## config.mk

```make
export PLATFORM = sky130hd
export DESIGN_NAME = dp_switch_elem
export DESIGN_NICKNAME = d
export VERILOG_FILES = /design/src/rtl/dpse_pkg.sv /design/src/rtl/dpse_slot.sv /design/src/rtl/dpse_lfsr.sv /design/src/rtl/dpse_class_sched.sv /design/src/rtl/dp_switch_elem.sv
export SDC_FILE = /design/constraint.sdc
export NUM_CORES = 1
export LEC_CHECK = 0
export ABC_AREA = 1
export BUFFER_PORTS_ARGS = -buffer_cell sky130_fd_sc_hd__buf_2
export CORE_UTILIZATION = 50
export CTS_CLUSTER_DIAMETER = 80
export DETAILED_ROUTE_END_ITERATION = 8
export GPL_TIMING_DRIVEN = 0
export PLACE_DENSITY = 0.73
export SYNTH_ARGS = -nofsm -noshare
export SYNTH_HDL_FRONTEND = slang
export SYNTH_SLANG_ARGS = --single-unit
```

## constraint.sdc

```tcl
create_clock -name clk -period 3.6 [get_ports clk]
set_input_delay 0.72 -clock clk [delete_from_list [all_inputs] [get_ports clk]]
set_output_delay 0.72 -clock clk [all_outputs]
set_load 0.05 [all_outputs]
```

## src/rtl/dpse_pkg.sv

```systemverilog
// Package for the dual-priority switch element.
// Holds the class indices shared by the top and its submodules.
package dpse_pkg;
    localparam int CLS_LO = 0;
    localparam int CLS_HI = 1;
    localparam int NPORT  = 2;
endpackage

```

## src/rtl/dpse_slot.sv

```systemverilog
// Single-slot packet buffer for one traffic class of one input link.
// Assumes the writer only writes when the slot is empty or departing,
// and that reads (departures) only happen on an occupied slot.
module dpse_slot #(
    parameter int W = 19
) (
    input  logic         clk,
    input  logic         rst_n,
    input  logic         wr,
    input  logic [W-1:0] wr_pkt,
    input  logic         rd,
    output logic         full,
    output logic [W-1:0] pkt
);
    // Occupancy flag: set by a write, cleared by a departure without refill.
    always_ff @(posedge clk) begin
        if (!rst_n)    full <= 1'b0;
        else if (wr)   full <= 1'b1;
        else if (rd)   full <= 1'b0;
    end

    // Payload register: captures the arriving packet, otherwise holds.
    always_ff @(posedge clk) begin
        if (!rst_n)  pkt <= '0;
        else if (wr) pkt <= wr_pkt;
    end

    assert_no_overwrite_R3: assert property (@(posedge clk) disable iff (!rst_n)
        wr |-> (!full || rd));
    assert_rd_needs_pkt_R4: assert property (@(posedge clk) disable iff (!rst_n)
        rd |-> full);
    assert_hold_R4: assert property (@(posedge clk) disable iff (!rst_n)
        (full && !rd && !wr) |=> (full && $stable(pkt)));
endmodule

```

## src/rtl/dpse_lfsr.sv

```systemverilog
// Free-running Fibonacci LFSR supplying coin bits for same-class contention.
// Assumes SEED is non-zero.
module dpse_lfsr #(
    parameter int            W    = 8,
    parameter logic [W-1:0]  TAPS = 8'hB8,
    parameter logic [W-1:0]  SEED = 8'h5A
) (
    input  logic         clk,
    input  logic         rst_n,
    output logic [W-1:0] state
);
    // Shift in the parity of the tapped bits every cycle.
    always_ff @(posedge clk) begin
        if (!rst_n) state <= SEED;
        else        state <= {state[W-2:0], ^(state & TAPS)};
    end

    assert_lfsr_alive_R8: assert property (@(posedge clk) disable iff (!rst_n)
        state != '0);
endmodule

```

## src/rtl/dpse_class_sched.sv

```systemverilog
// Per-output weighted class scheduler and input arbiter.
// Eligible class = some input requests it and downstream has room (or last
// stage). A frame of HI_SLOTS+LO_SLOTS grants sets the preferred class; the
// other eligible class is served when the preferred one is not (work
// conserving). Two same-class requesters are split by the coin bit.
module dpse_class_sched #(
    parameter int HI_SLOTS   = 3,
    parameter int LO_SLOTS   = 1,
    parameter bit LAST_STAGE = 1'b0
) (
    input  logic       clk,
    input  logic       rst_n,
    input  logic [1:0] req_hi,
    input  logic [1:0] req_lo,
    input  logic       rdy_hi,
    input  logic       rdy_lo,
    input  logic       coin,
    output logic       gnt_valid,
    output logic       gnt_hi,
    output logic       gnt_in
);
    localparam int TOT = HI_SLOTS + LO_SLOTS;
    localparam int CW  = (TOT > 2) ? $clog2(TOT) : 1;

    logic [CW-1:0] frame_q;
    logic          ok_hi, ok_lo, pref_hi;
    logic [1:0]    req_sel;

    // Class eligibility, frame preference and the resulting grant.
    always_comb begin
        ok_hi   = (|req_hi) && (LAST_STAGE || rdy_hi);
        ok_lo   = (|req_lo) && (LAST_STAGE || rdy_lo);
        pref_hi = (frame_q < CW'(HI_SLOTS));
        gnt_valid = ok_hi || ok_lo;
        gnt_hi    = pref_hi ? ok_hi : !ok_lo;
        req_sel   = gnt_hi ? req_hi : req_lo;
        gnt_in    = (req_sel == 2'b11) ? coin : req_sel[1];
    end

    // Frame position: advances on every grant, wraps after TOT grants.
    always_ff @(posedge clk) begin
        if (!rst_n) frame_q <= '0;
        else if (gnt_valid)
            frame_q <= (frame_q == CW'(TOT - 1)) ? '0 : frame_q + 1'b1;
    end

    assert_grant_has_room_R4: assert property (@(posedge clk) disable iff (!rst_n)
        gnt_valid |-> (LAST_STAGE || (gnt_hi ? rdy_hi : rdy_lo)));
    assert_work_conserving_R7: assert property (@(posedge clk) disable iff (!rst_n)
        ((|req_hi && (LAST_STAGE || rdy_hi)) || (|req_lo && (LAST_STAGE || rdy_lo)))
            |-> gnt_valid);
    assert_grant_requested_R8: assert property (@(posedge clk) disable iff (!rst_n)
        gnt_valid |-> (gnt_hi ? req_hi[gnt_in] : req_lo[gnt_in]));
endmodule

```

## src/rtl/dp_switch_elem.sv

```systemverilog
// Dual-priority 2x2 self-routing switch element for one fabric stage.
// Per input: one high and one low single-slot buffer. Per output: a weighted
// class scheduler. Readiness to upstream is combinational on downstream
// readiness (backward phase); slots update on the clock edge (forward phase).
// Assumes STAGE_IDX < TAG_W.
module dp_switch_elem #(
    parameter int TAG_W      = 3,
    parameter int PAY_W      = 16,
    parameter int STAGE_IDX  = 1,
    parameter int HI_SLOTS   = 3,
    parameter int LO_SLOTS   = 1,
    parameter bit LAST_STAGE = 1'b0,
    parameter int LFSR_W     = 8
) (
    input  logic               clk,
    input  logic               rst_n,
    input  logic [1:0]         in_valid,
    input  logic [1:0]         in_pri,
    input  logic [2*TAG_W-1:0] in_tag,
    input  logic [2*PAY_W-1:0] in_data,
    output logic [1:0]         in_rdy_hi,
    output logic [1:0]         in_rdy_lo,
    input  logic [1:0]         out_rdy_hi,
    input  logic [1:0]         out_rdy_lo,
    output logic [1:0]         out_valid,
    output logic [1:0]         out_pri,
    output logic [2*TAG_W-1:0] out_tag,
    output logic [2*PAY_W-1:0] out_data
);
    import dpse_pkg::*;

    localparam int SLOT_W  = TAG_W + PAY_W;
    localparam int ROUTE_B = PAY_W + STAGE_IDX;

    logic [SLOT_W-1:0] slot_q  [NPORT][2];
    logic              full    [NPORT][2];
    logic              wr      [NPORT][2];
    logic              depart  [NPORT][2];
    logic [1:0]        gv, gh, gi;
    logic [1:0]        req_hi_o [NPORT];
    logic [1:0]        req_lo_o [NPORT];
    logic [LFSR_W-1:0] lfsr_q;

    dpse_lfsr #(.W(LFSR_W), .TAPS(LFSR_W'(8'hB8)), .SEED(LFSR_W'(8'h5A))) u_lfsr (
        .clk(clk), .rst_n(rst_n), .state(lfsr_q)
    );

    for (genvar i = 0; i < NPORT; i++) begin : g_in
        for (genvar c = 0; c < 2; c++) begin : g_cls
            // Write strobe: valid packet of this class while the slot is ready.
            always_comb begin
                wr[i][c] = in_valid[i] && (in_pri[i] == 1'(c))
                           && (!full[i][c] || depart[i][c]);
            end
            dpse_slot #(.W(SLOT_W)) u_slot (
                .clk(clk), .rst_n(rst_n),
                .wr(wr[i][c]),
                .wr_pkt({in_tag[i*TAG_W +: TAG_W], in_data[i*PAY_W +: PAY_W]}),
                .rd(depart[i][c]),
                .full(full[i][c]),
                .pkt(slot_q[i][c])
            );
        end
        // Upstream readiness per class: empty or leaving this cycle.
        always_comb begin
            in_rdy_hi[i] = !full[i][CLS_HI] || depart[i][CLS_HI];
            in_rdy_lo[i] = !full[i][CLS_LO] || depart[i][CLS_LO];
        end
    end

    for (genvar o = 0; o < NPORT; o++) begin : g_out
        // Requests toward this output: occupied slots whose route bit matches.
        always_comb begin
            for (int i = 0; i < NPORT; i++) begin
                req_hi_o[o][i] = full[i][CLS_HI] && (slot_q[i][CLS_HI][ROUTE_B] == 1'(o));
                req_lo_o[o][i] = full[i][CLS_LO] && (slot_q[i][CLS_LO][ROUTE_B] == 1'(o));
            end
        end
        dpse_class_sched #(.HI_SLOTS(HI_SLOTS), .LO_SLOTS(LO_SLOTS),
                           .LAST_STAGE(LAST_STAGE)) u_sched (
            .clk(clk), .rst_n(rst_n),
            .req_hi(req_hi_o[o]), .req_lo(req_lo_o[o]),
            .rdy_hi(out_rdy_hi[o]), .rdy_lo(out_rdy_lo[o]),
            .coin(lfsr_q[o]),
            .gnt_valid(gv[o]), .gnt_hi(gh[o]), .gnt_in(gi[o])
        );
        // Output mux: present the granted slot's packet.
        always_comb begin
            out_valid[o] = gv[o];
            out_pri[o]   = gh[o];
            {out_tag[o*TAG_W +: TAG_W], out_data[o*PAY_W +: PAY_W]} =
                slot_q[gi[o]][gh[o] ? CLS_HI : CLS_LO];
        end

        assert_route_bit_R1: assert property (@(posedge clk) disable iff (!rst_n)
            out_valid[o] |-> (out_tag[o*TAG_W + STAGE_IDX] == 1'(o)));
    end

    // Departure map: a slot leaves when any output grants its input and class.
    always_comb begin
        for (int i = 0; i < NPORT; i++) begin
            for (int c = 0; c < 2; c++) begin
                depart[i][c] = 1'b0;
                for (int o = 0; o < NPORT; o++) begin
                    if (gv[o] && (gh[o] == 1'(c)) && (gi[o] == 1'(i)))
                        depart[i][c] = 1'b1;
                end
            end
        end
    end
endmodule

```

==> flow_metrics.tcl, run 1 <==
set metrics [dict create \
    place_ws_ns 0.672 \
    cts_buffers 9 \
    grt_start_max_net_pins 17 \
    maxSlewHeadroom_pct 55.5 \
    cts-resized-gates 0 \
    drt_iter0_markers 439 \
    setup_viol_count_final 0 \
    htreeDepth 3 \
    clock_latency_ns 0.38 \
    grt_usage_pct 32.4 \
    syn_nets 849 \
    rsz0062_at_grt "false" \
    post_dp_cell_area_mm2 0.00584 \
    whs_path_depth 1 \
    leakage_nw 2.86 \
    gp_congestion 0.933 \
    startpoint_type "flip-flop" \
    synthArstFlopShare_pct 0 \
    synth-main-ff-cell "dfxtp_1" \
    r2r_end "g_in[0].g_cls[0].u_slot.pkt[16]" \
    ys_ff_latch 92 \
    finalWirelength_mm 17.4 \
    seq_area_frac_synth_pct 35.3 \
    antenna_found_initial 0 \
    diodes 0 \
    drive_gt1_share_pct 20.9 \
    design_area_mm2 0.00604 \
    fillCellCount 973 \
    holdCritPathClass "reg -> reg" \
    cts_tree "yes" \
    postSynthCellCount 799 \
    cap_violations 0 \
    cp.arrival_ns 2.55 \
    wl_per_cell_um 16.7 \
    cts_sinks 92 \
    fp.dieW_um 104 \
    fmax_ghz 0.306 \
    setup_ws_ns 0.329 \
    setup.worst_path.end_class "primary output" \
    fin_crit_sh_pct 90.9 \
    netlist_area_mm2 0.00522 \
    die_area_mm2 0.0108 \
    setup_tns_ns 0 \
    skew_ns 0.0155 \
    cp_data_required_time_ns 2.88 \
    initial_utilization_pct 52.4 \
    clock-root-buffer "clkbuf_8" \
    worst_slew_pin_slew_ns 0.667 \
    cts_buffer_depth 2 \
    synth_edf_count 0 \
    critPathMaxFanout 10 \
    grt_first_pass_wirelength_mm 27.4 \
    io_buffers 92 \
    cts.clk_slew.worst_paths_ns 0.10 \
    holdCritStartpoint "u_lfsr.state[2]" \
    post_cts.repair.setup_buffers 0 \
    crit_type "reg -> out" \
    power.total_mw 2.73 \
    vias_per_cell 5.58 \
    timing.rr.start "g_out[1].u_sched.frame_q[0]" \
    fin_nets 952 \
    grt_pass1_vias 5380 \
    status "complete, no violations" \
    num_vias 5804 \
    first_pass_iters 5 \
    ys_types 34 \
    rows 36 \
    syn_area_per_cell_um2 6.53 \
    synth_warnings 0 \
    power_density_mw_per_mm2 453 \
    pin_count 94 \
    worst-r2r-cell-count 8 \
    timing.final.hold_violations 0 \
    peakVddDrop_mv 0.244 \
    drtAntennaViolNets 0 \
    regToRegSetupSlack_ns 1.81 \
    finalCriticalPeriod_ns 3.27 \
    slew_violations 0 \
    dp_hpwl_mm 13.7 \
    ctsHoldBuffers 0 \
    drcViolationCount 0 \
    syn_to_final_growth_pct 15.9 \
    die-height_um 104 \
    core_area_mm2 0.00995 \
    worstHoldEndpoint "u_lfsr.state[3]" \
    overflow 0 \
]
-- kinds of logic after synthesis --
logic type	after synthesis	synth area share [%]
buf+inv	160	14.0
fa+ha+maj	2	0.480
flops	92	35.3
compound gates	236	23.7
xor+xnor	2	0.336
simple gates	307	26.2
-- metal layers --
metal  wire length (um)  share of wire (%)  track usage, %  vias up
met5                  0                  0               0        -
met4                871                5.0            16.8        0
met3               1210                7.0            5.26       52
met2               7890                 45            51.4      268
met1               7420                 43            42.4     2702
li1                   -                  -               -     2782
-- critical path, stage by stage (launching register included) --
cell and delay (ns):
dfxtp_1 0.33, ha_1 0.24, nand3b_2 0.28, nand2_2 0.14, buf_4 0.20, buf_2 0.26
o21ai_0 0.14, o21ai_0 0.28, buf_2 0.32
-- registers in the layout, indices dropped and copies added, names as in the netlist --
register / cells
g_in.g_cls.u_slot.pkt: 76
u_lfsr.state: 8
g_in.g_cls.u_slot.full: 4
g_out.u_sched.frame_q: 4
-- placed cells by master (no fill, tap or decap), types with 9 or more instances in the layout --
cell type and instances:
buf_2 112, nand2_1 111, a21oi_1 110, nor2_1 102, inv_1 94, dfxtp_1 92
o21ai_0 74, nand3_1 63, o21ai_1 40, nand2_2 16, clkbuf_1 16, buf_4 13
clkbuf_8 9
-- report_power, final --
part / internal (mW) / leakage (nW) / switching [mW]
sequential: 1.09 / 0.757 / 0.0608
combinational: 0.248 / 2.01 / 0.631
clock: 0.324 / 0.0958 / 0.382
-- how the worst max path moves through the flow --
stage | from | end | cells past startpoint
global placement | out_rdy_hi[1] | out_tag[5] | 8
finish | g_out[1].u_sched.frame_q[0] | out_data[25] | 8
global route | g_out[1].u_sched.frame_q[0] | out_data[25] | 8
detailed placement | out_rdy_lo[1] | out_data[25] | 9
floorplan | out_rdy_hi[1] | out_data[20] | 6
CTS | g_out[1].u_sched.frame_q[0] | out_data[25] | 8
-- Yosys cell counts, types with 2 or more instances --
cell type / n / area share (%)
o21ai_1: 40 / 3.8
buf_6: 7 / 1.5
nor2_1: 102 / 7.3
nand2_2: 16 / 1.9
inv_1: 94 / 6.8
o211a_1: 2 / 0.38
nand2_1: 111 / 8.0
clkbuf_1: 16 / 1.2
a21oi_2: 6 / 1.0
a21oi_1: 110 / 11
nand3_2: 5 / 0.96
buf_4: 13 / 1.9
inv_2: 2 / 0.14
buf_1: 5 / 0.36
o21ai_0: 74 / 7.1
or2_2: 5 / 0.60
dfxtp_1: 92 / 35
buf_2: 20 / 1.9
nand3_1: 63 / 6.0
ha_1: 2 / 0.48
-- per-stage QoR --
stage	cells	hold slack, ns	util [%]
2_1_floorplan	799	0.390	-
3_3_place_gp	1024	0.397	58.7
3_5_place_dp	1024	0.405	58.7
4_1_cts	1040	0.429	60.7
5_1_grt	1040	0.438	60.7
6_report	1040	0.425	60.7
-- cell type report --
| class | instances | area, um2 | area share [%] |
|---|---|---|---|
| multi-input cells | 547 | 2640 | 43.7 |
| flip-flops and latches | 92 | 1840 | 30.5 |
| repair buffers | 92 | 460 | 7.62 |
| inverters | 98 | 370 | 6.13 |
| plain buffers | 62 | 360 | 5.96 |
| well taps | 133 | 166 | 2.75 |
| clock buffers | 9 | 124 | 2.05 |
| clock inverters | 7 | 76.3 | 1.26 |
No activity file was read; power rests on OpenSTA's default activity.
==> inputs of run 2 (changes only) <==
--- a/config.mk
+++ b/config.mk
@@ -14,4 +14,5 @@
 export PLACE_DENSITY = 0.73
 export SYNTH_ARGS = -nofsm -noshare
 export SYNTH_HDL_FRONTEND = slang
+export SYNTH_HIERARCHICAL = 1
 export SYNTH_SLANG_ARGS = --single-unit
==> constraint.sdc (replaced) <==
create_clock -name clk -period 3.25 [get_ports clk]
set_input_delay 0.65 -clock clk [delete_from_list [all_inputs] [get_ports clk]]
set_output_delay 0.65 -clock clk [all_outputs]
set_load 0.05 [all_outputs]
==> flow_metrics.tcl, run 2 <==
set metrics [dict create \
    status "complete, no violations" \
    antenna_found_initial 0 \
    power_density_mw_per_mm2 491 \
    dp_cells 974 \
    finalNonFillerCells 990 \
    htreeDepth 3 \
    post_cts.repair.setup_buffers 0 \
    cp.arrival_ns 2.43 \
    cap_violations 0 \
    cts_buffer_depth 2 \
    fmax_ghz 0.324 \
    synth_top_area_share_pct 36.2 \
    crit_type "reg -> out" \
    syn_nets 798 \
    drt_iter0_markers 440 \
    power.total_mw 2.91 \
    synth-main-ff-cell "dfxtp_1" \
    synth_compound_area_share_pct 22.8 \
    setup.worst_path.end_class "primary output" \
    clock-root-buffer "clkbuf_8" \
    first_pass_iters 5 \
    grt_first_pass_wirelength_mm 23.0 \
    final_cell_mix "nor2_1, nand2_1, o21ai_0, buf_2, dfxtp_1" \
    rows 36 \
    synth_most_common_cell "nor2_1" \
    rsz0062_at_grt "false" \
    slew_violations 0 \
    drcViolationCount 0 \
    timing.final.hold_violations 0 \
    ctsHoldBuffers 0 \
    synthMuxAreaShare_pct 0 \
    overflow 0 \
    diodes 0 \
    gp_congestion 0.915 \
    cp_cell_sequence "nand2_1, inv_1, or2_0, nand3_2, nand2_2, inv_1, clkbuf_1, o211ai_1, nand2_1, buf_2" \
    fin_nets 902 \
    die-height_um 103 \
    wl_per_cell_um 14.9 \
    skew_ns 0.0122 \
    fillCellCount 967 \
    setup_tns_ns 0 \
    maxSlewHeadroom_pct 63.5 \
    synth-xor-area-share_pct 0 \
    syn_area_per_cell_um2 6.79 \
    max_stage_delay_ns 0.45 \
    syn_to_final_growth_pct 16.5 \
    synth_top_family_by_area "simple AND/OR/NAND/NOR gates" \
    finalWirelength_mm 14.8 \
    grt_pass1_vias 4580 \
    grt_start_max_net_pins 19 \
    final_common_cell "nor2_1" \
    startpoint_type "flip-flop" \
    critPathMaxFanout 10 \
    post_dp_cell_area_mm2 0.00571 \
    synthTopCellsByCount "nor2_1, nand2_1, o21ai_0" \
    cp_top_family "buffers and inverters" \
    ys_types 28 \
    clock_latency_ns 0.37 \
    synthArstFlopShare_pct 0 \
    vias_per_cell 5.28 \
    worst_slew_pin_slew_ns 0.548 \
    leakage_nw 3.03 \
    synth_edf_count 0 \
    num_vias 5225 \
    synthTopCellsByArea "dfxtp_1, o21ai_0, nor2_1" \
    reg.largest.list "g_in.g_cls.u_slot/pkt x76, u_lfsr/state x8" \
    die_area_mm2 0.0106 \
    initial_utilization_pct 51.8 \
    core_area_mm2 0.00982 \
    cts_sinks 92 \
    peakVddDrop_mv 0.236 \
    regMostFlops "g_in.g_cls.u_slot/pkt" \
    drtAntennaViolNets 0 \
    setup_viol_count_final 0 \
    postSynthCellCount 748 \
    drive_gt1_share_pct 25.3 \
    setup_ws_ns 0.166 \
    cts_buffers 9 \
    fp.dieW_um 103 \
    pin_count 94 \
    cts_tree "yes" \
    cts.clk_slew.worst_paths_ns 0.10 \
    fin_crit_sh_pct 94.9 \
    dp_hpwl_mm 11.0 \
    place_ws_ns 0.394 \
    synth_simple_gate_area_share_pct 26.5 \
    netlist_area_mm2 0.00508 \
    synth_warnings 6 \
    grt_usage_pct 28.8 \
    ys_ff_latch 92 \
    finalCriticalPeriod_ns 3.08 \
    crit_buf_inv 4 \
    design_area_mm2 0.00592 \
    cpMaxStageDelayCell "clkbuf_1" \
    synth_top_cell_by_area "dfxtp_1" \
    largest_reg_flops 76 \
    holdCritPathClass "reg -> reg" \
    cp_data_required_time_ns 2.60 \
    synthAdderAreaFrac_pct 0.492 \
    io_buffers 93 \
    seq_area_frac_synth_pct 36.2 \
]
run 2: tightest hold or removal path: stages, from the launching register on:
cell,delay (ns)
dfxtp_1,0.32
nand2_1,0.05
inv_1,0.04
run 2: where the power goes:
part | internal [mW] | switching (mW) | total (mW)
logic | 0.261 | 0.651 | 0.911
registers | 1.21 | 0.0658 | 1.28
clock network | 0.287 | 0.433 | 0.720
total | 1.76 | 1.15 | 2.91
run 2: cells by family after synthesis:
group | Yosys count
AO/OA/AOI/OAI | 203
adder cells (fa/ha/maj) | 2
flip-flops | 92
buffers and inverters | 132
AND/OR/NAND/NOR | 319
run 2: stage by stage:
step / util [%] / hold slack [ns]
6_report: 60.3 / 0.423
2_1_floorplan: - / 0.385
4_1_cts: 60.1 / 0.421
5_1_grt: 60.3 / 0.446
3_5_place_dp: 58.2 / 0.397
3_3_place_gp: 58.2 / 0.398
run 2: worst paths after layout:
check | start | end | slack [ns] | depth (start not counted)
max | g_in[1].g_cls[1].u_slot/full | out_data[24] | 0.17 | 10
min | u_lfsr/state[6] | u_lfsr/state[7] | 0.42 | 2
max reg2reg | g_in[0].g_cls[1].u_slot/pkt[17] | g_in[0].g_cls[0].u_slot/pkt[16] | 0.88 | 17
min reg2reg | u_lfsr/state[6] | u_lfsr/state[7] | 0.42 | 2
run 2: layout make-up:
cell class              instances  area (um2)  share of cell area (%)
plain buffers                  48         389                    6.57
clock buffers                   9         124                    2.09
clock inverters                 7        58.8                   0.993
inverters                      84         325                    5.49
multi-input cells             524        2530                    42.8
flip-flops and latches         92        1850                    31.2
well taps                     133         166                    2.81
repair buffers                 93         480                    8.11
run 2: layer usage:
layer / vias to the layer above / track usage, % / share of wire, % / wire, um
met3: 22 / 5.90 / 8.3 / 1220
met4: 0 / 9.32 / 1.5 / 219
met2: 229 / 42.5 / 44 / 6430
li1: 2602 / - / - / -
met5: - / 0 / 0 / 0
met1: 2372 / 41.8 / 47 / 6900
run 2: what timing repair did:
item,4_1_cts,5_1_grt
endpoints found under the setup margin,0,38
resized for setup,0,18
endpoints found under the hold margin,0,0
